[src/rtl/phy_seq_pkg.sv]
package phy_seq_pkg;

  typedef enum logic [1:0] {
    ST_IDLE  = 2'd0,
    ST_QUIET = 2'd1,
    ST_CAL   = 2'd2,
    ST_LOCK  = 2'd3
  } seq_state_e;

  typedef enum logic [1:0] {
    RES_OK      = 2'd0,
    RES_CAL_TMO = 2'd1,
    RES_DLL_TMO = 2'd2
  } seq_result_e;

endpackage

[src/rtl/seq_timer.sv]
module seq_timer #(
  parameter int W = 12
) (
  input  logic         clk,
  input  logic         rst,
  input  logic         load_i,
  input  logic [W-1:0] load_val_i,
  output logic         expired_o
);

  logic [W-1:0] cnt_q;

  always_ff @(posedge clk) begin
    if (rst) begin
      cnt_q <= '0;
    end else if (load_i) begin
      cnt_q <= load_val_i;
    end else if (cnt_q != '0) begin
      cnt_q <= cnt_q - 1'b1;
    end
  end

  assign expired_o = (cnt_q == '0);

endmodule

[src/rtl/seq_ctrl.sv]
module seq_ctrl
  import phy_seq_pkg::*;
#(
  parameter int W         = 12,
  parameter int QUIET_CYC = 300,
  parameter int CAL_CYC   = 600,
  parameter int LOCK_CYC  = 3000
) (
  input  logic         clk,
  input  logic         rst,
  input  logic         on_req_i,
  input  logic         off_req_i,
  input  logic         cal_done_i,
  input  logic         dll_ready_i,
  input  logic         expired_i,
  output logic         load_o,
  output logic [W-1:0] load_val_o,
  output logic         pwr_up_o,
  output logic         dll_en_o,
  output logic         busy_o,
  output logic         done_o,
  output logic [1:0]   result_o
);

  localparam logic [W-1:0] QUIET_LD = W'(QUIET_CYC - 1);
  localparam logic [W-1:0] CAL_LD   = W'(CAL_CYC - 1);
  localparam logic [W-1:0] LOCK_LD  = W'(LOCK_CYC - 1);

  seq_state_e  st_q, st_d;
  logic        pwr_d, dll_d, busy_d, done_d;
  seq_result_e res_q, res_d;

  always_comb begin
    st_d       = st_q;
    pwr_d      = pwr_up_o;
    dll_d      = dll_en_o;
    busy_d     = busy_o;
    done_d     = done_o;
    res_d      = res_q;
    load_o     = 1'b0;
    load_val_o = '0;
    if (off_req_i) begin
      st_d   = ST_IDLE;
      pwr_d  = 1'b0;
      dll_d  = 1'b0;
      busy_d = 1'b0;
      done_d = 1'b1;
      res_d  = RES_OK;
    end else begin
      unique case (st_q)
        ST_IDLE: begin
          if (on_req_i) begin
            st_d       = ST_QUIET;
            pwr_d      = 1'b0;
            dll_d      = 1'b0;
            busy_d     = 1'b1;
            done_d     = 1'b0;
            res_d      = RES_OK;
            load_o     = 1'b1;
            load_val_o = QUIET_LD;
          end
        end
        ST_QUIET: begin
          if (expired_i) begin
            st_d       = ST_CAL;
            pwr_d      = 1'b1;
            load_o     = 1'b1;
            load_val_o = CAL_LD;
          end
        end
        ST_CAL: begin
          if (expired_i) begin
            if (cal_done_i) begin
              st_d       = ST_LOCK;
              dll_d      = 1'b1;
              load_o     = 1'b1;
              load_val_o = LOCK_LD;
            end else begin
              st_d   = ST_IDLE;
              pwr_d  = 1'b0;
              dll_d  = 1'b0;
              busy_d = 1'b0;
              done_d = 1'b1;
              res_d  = RES_CAL_TMO;
            end
          end
        end
        ST_LOCK: begin
          if (expired_i) begin
            st_d   = ST_IDLE;
            busy_d = 1'b0;
            done_d = 1'b1;
            if (dll_ready_i) begin
              res_d = RES_OK;
            end else begin
              pwr_d = 1'b0;
              dll_d = 1'b0;
              res_d = RES_DLL_TMO;
            end
          end
        end
        default: st_d = ST_IDLE;
      endcase
    end
  end

  always_ff @(posedge clk) begin
    if (rst) begin
      st_q     <= ST_IDLE;
      pwr_up_o <= 1'b0;
      dll_en_o <= 1'b0;
      busy_o   <= 1'b0;
      done_o   <= 1'b0;
      res_q    <= RES_OK;
    end else begin
      st_q     <= st_d;
      pwr_up_o <= pwr_d;
      dll_en_o <= dll_d;
      busy_o   <= busy_d;
      done_o   <= done_d;
      res_q    <= res_d;
    end
  end

  assign result_o = res_q;

endmodule

[src/rtl/phy_bringup_seq.sv]
module phy_bringup_seq #(
  parameter int CLK_MHZ  = 100,
  parameter int QUIET_US = 3,
  parameter int CAL_US   = 6,
  parameter int LOCK_US  = 30
) (
  input  logic       clk,
  input  logic       rst,
  input  logic       pwr_on_req_i,
  input  logic       pwr_off_req_i,
  input  logic       cal_done_i,
  input  logic       dll_ready_i,
  output logic       pwr_up_o,
  output logic       dll_en_o,
  output logic       busy_o,
  output logic       done_o,
  output logic [1:0] result_o
);

  localparam int QUIET_CYC = CLK_MHZ * QUIET_US;
  localparam int CAL_CYC   = CLK_MHZ * CAL_US;
  localparam int LOCK_CYC  = CLK_MHZ * LOCK_US;
  localparam int MAX_A     = (QUIET_CYC > CAL_CYC) ? QUIET_CYC : CAL_CYC;
  localparam int MAX_CYC   = (MAX_A > LOCK_CYC) ? MAX_A : LOCK_CYC;
  localparam int CNT_W     = (MAX_CYC > 1) ? $clog2(MAX_CYC) : 1;

  logic             tmr_load;
  logic [CNT_W-1:0] tmr_val;
  logic             tmr_expired;

  seq_timer #(.W(CNT_W)) u_timer (
    .clk        (clk),
    .rst        (rst),
    .load_i     (tmr_load),
    .load_val_i (tmr_val),
    .expired_o  (tmr_expired)
  );

  seq_ctrl #(
    .W         (CNT_W),
    .QUIET_CYC (QUIET_CYC),
    .CAL_CYC   (CAL_CYC),
    .LOCK_CYC  (LOCK_CYC)
  ) u_ctrl (
    .clk         (clk),
    .rst         (rst),
    .on_req_i    (pwr_on_req_i),
    .off_req_i   (pwr_off_req_i),
    .cal_done_i  (cal_done_i),
    .dll_ready_i (dll_ready_i),
    .expired_i   (tmr_expired),
    .load_o      (tmr_load),
    .load_val_o  (tmr_val),
    .pwr_up_o    (pwr_up_o),
    .dll_en_o    (dll_en_o),
    .busy_o      (busy_o),
    .done_o      (done_o),
    .result_o    (result_o)
  );

endmodule

[config.mk]
export PLATFORM = sky130hd
export DESIGN_NAME = phy_bringup_seq
export DESIGN_NICKNAME = d
export VERILOG_FILES = /design/src/rtl/phy_seq_pkg.sv /design/src/rtl/seq_timer.sv /design/src/rtl/seq_ctrl.sv /design/src/rtl/phy_bringup_seq.sv
export SDC_FILE = /design/constraint.sdc
export NUM_CORES = 1
export LEC_CHECK = 0
export BUFFER_PORTS_ARGS = -buffer_cell sky130_fd_sc_hd__buf_2
export CAP_MARGIN = 0
export CORE_ASPECT_RATIO = 0.75
export CORE_MARGIN = 8
export CORE_UTILIZATION = 35
export DETAILED_ROUTE_END_ITERATION = 8
export GPL_TIMING_DRIVEN = 0
export PLACE_DENSITY_LB_ADDON = 0.15
export SLEW_MARGIN = 20
export SYNTH_ARGS = -nofsm -noshare
export SYNTH_HDL_FRONTEND = slang
export SYNTH_SLANG_ARGS = --single-unit
[constraint.sdc]
create_clock -name clk -period 5.6 [get_ports clk]
set_clock_uncertainty 0.05 [all_clocks]
set_input_delay 0.56 -clock clk [delete_from_list [all_inputs] [get_ports clk]]
set_output_delay 0.56 -clock clk [all_outputs]
set_load 0.02 [all_outputs]
==> results_dict.tcl <==
set metrics [dict create \
    post_route_cells_drive_above_1_share 0.189 \
    synthArstFlopShare 0 \
    die_area_sq_um 5640 \
    place_congestion 0.845 \
    nFillCells 333 \
    path_clk_slew_ps 80 \
    numCtsBuffers 3 \
    clk_path_buf_depth 2 \
    synth.avg_cell_area_sq_um 8.16 \
    synthCells 149 \
    post-route-min-period_ps 2270 \
    reg2regPathDepth 7 \
    rsz0062_at_grt "false" \
    startpoint_type "flop" \
    grt_pass1_wl_mm 4.98 \
    synth_ff_type "dfxtp_1" \
    dp_hpwl_mm 2.22 \
    via_count 1079 \
    synthDistinctLibCells 43 \
    rr_endpoint "u_timer.cnt_q[10]" \
    n_antenna_cell 0 \
    pin_count 12 \
    start_util 0.367 \
    antenna_found_initial 0 \
    r2r_start "u_timer.cnt_q[0]" \
    vdd_drop_max_mv 0.153 \
    cts_root_buf "clkbuf_8" \
    ys_warn_count 0 \
    holdBufCountCts 0 \
    drcViolationCount 0 \
    power_leakage_nw 0.578 \
    viasPerCell 5.29 \
    synth_edf_count 0 \
    cts_sinks 20 \
    drt_pass1_iterations 4 \
    p_per_area_nw_per_um2 502 \
    ant_nets 0 \
    drtIter0Drc 111 \
    critPathRequiredTime_ps 5710 \
    grt_pass1_vias 1040 \
    r2r_slack_ps 3330 \
    fin_nets 178 \
    path_max_fanout 5 \
    setup_viol 0 \
    core_sq_um 3310 \
    ys_seq_area_frac 0.329 \
    grt_usage 0.107 \
    min-delay-path-class "reg -> reg" \
    final.period_utilization 0.405 \
    hold_end "u_ctrl.busy_o" \
    grt.overflow.total 0 \
    die-width_microns 84.1 \
    path_class "reg -> reg" \
    fp.dieH_microns 67.1 \
    placed_area_sq_um 1320 \
    setup-tns-final_ps 0 \
    critPathArrivalTime_ps 2380 \
    final_cell_area_sq_um 1390 \
    drt-total-wl_mm 2.86 \
    htreeDepth 1 \
    wl_per_cell_microns 14.0 \
    tritoncts "yes" \
    hold_start "u_ctrl.busy_o" \
    slew_violations 0 \
    synth_top_cell_by_area "dfxtp_1" \
    min_path_cells 2 \
    ys_ff_latch 20 \
    grt_max_degree 13 \
    max_cap_violations 0 \
    io_buffers 11 \
    synthTopCellsByArea "dfxtp_1, ha_1, a21oi_1, nor2_1, o21ai_0" \
    clock.fmax_mhz 441 \
    outcome "finished clean" \
    area_growth_pct 14.5 \
    finalHoldViolCount 0 \
    synth_fp_nets 162 \
    end_kind "flop" \
    syn_area_sq_um 1220 \
    cts_resized 0 \
    synth.most_common_cell "dfxtp_1" \
    ys_top_cells_by_count "dfxtp_1, nor2_1, a21oi_1" \
    rows 18 \
    clk_latency_ps 260 \
    post_cts_buffers 0 \
    synth.top_cell.area_share 0.329 \
    tightest_slew_ps 521 \
    slew_headroom 0.650 \
]
[kinds of logic (layout without fill, tap and decap cells)]
logic type | after synthesis | count (layout) | synth area share
adders and majority gates | 7 | 7 | 0.0720
AOI/OAI and AO/OA | 37 | 37 | 0.192
xor gates and xnor gates | 6 | 6 | 0.0432
buffers and inverters | 12 | 27 | 0.0576
DFF | 20 | 20 | 0.329
and+or+nand+nor | 64 | 64 | 0.281
muxes | 3 | 3 | 0.0247
[state kept, by name, indices dropped and copies added (netlist names)]
| register | count |
|---|---|
| u_ctrl.dll_en_o | 1 |
| u_timer.cnt_q | 12 |
| u_ctrl.busy_o | 1 |
| u_ctrl.result_o | 2 |
| u_ctrl.done_o | 1 |
| u_ctrl.pwr_up_o | 1 |
| u_ctrl.st_q | 2 |
[metrics by stage]
stage | total power [mW] | instances | setup slack [ps] | hold WS [ps] | util
after CTS | 0.700 | 204 | 3310 | 435 | 0.421
after detailed placement | 0.550 | 200 | 3350 | 421 | 0.399
final | 0.699 | 204 | 3330 | 441 | 0.421
after global placement | 0.543 | 200 | 3410 | 413 | 0.399
after global routing | 0.757 | 204 | 3180 | 480 | 0.421
after floorplan | 0.484 | 149 | 3500 | 444 | -
[layer usage]
layer,track usage,share of wire,vias up,routed length [microns]
li1,-,-,560,-
met1,0.150,0.54,496,1530
met2,0.158,0.42,21,1210
met3,0.0329,0.038,2,110
met4,0.0193,0.0045,0,13
met5,0,0,-,0
[area by class of cell]
type / count / area [sq um] / share of cell area
inverters: 6 / 22.5 / 0.0162
plain buffers: 6 / 47.5 / 0.0341
clock inverters: 1 / 30.0 / 0.0216
well taps: 40 / 50.0 / 0.0359
multi-input cells: 117 / 746 / 0.535
repair buffers: 11 / 55.1 / 0.0395
flip-flops and latches: 20 / 400 / 0.288
clock buffers: 3 / 41.3 / 0.0296
[cell usage in the layout, fill, tap and decap left out, types with 2 or more instances in the layout]
cell type	netlist	final
a21oi_1	14	14
and2_1	2	2
buf_2	2	13
clkbuf_8	1	4
dfxtp_1	20	20
ha_1	7	7
inv_1	6	6
mux2i_1	3	3
nand2_1	12	12
nand3_1	7	7
nor2_1	18	18
nor2b_1	3	3
nor3_1	7	7
o211ai_1	2	2
o21ai_0	9	9
o31ai_1	3	3
or3_1	2	2
or4_1	2	2
xnor2_1	4	4
xor2_1	2	2
[critical path, cell delays in order, from the launching register on]
cell and delay, ps:
dfxtp_1 330, inv_1 100, ha_1 220, or4b_4 520
or4_4 440, nor3_2 110, a21oi_1 70, a2111oi_2 320
[where the power goes]
group | total [mW] | leakage, nW | switching, mW | internal (mW)
clock network | 0.146 | 0.0357 | 0.0507 | 0.0954
logic | 0.328 | 0.378 | 0.173 | 0.155
registers | 0.224 | 0.164 | 0.0441 | 0.180
[worst max path at each step]
stage                           startpoint                 to  slack, ps  depth (start not counted)
after floorplan           u_timer.cnt_q[0]  u_timer.cnt_q[10]       3500                          7
after global placement    u_timer.cnt_q[0]  u_timer.cnt_q[10]       3410                          7
after detailed placement  u_timer.cnt_q[0]  u_timer.cnt_q[10]       3350                          7
after CTS                 u_timer.cnt_q[0]  u_timer.cnt_q[10]       3310                          7
after global routing      u_timer.cnt_q[0]  u_timer.cnt_q[10]       3180                          7
final                     u_timer.cnt_q[0]  u_timer.cnt_q[10]       3330                          7
No activity file was read; power rests on OpenSTA's default activity.
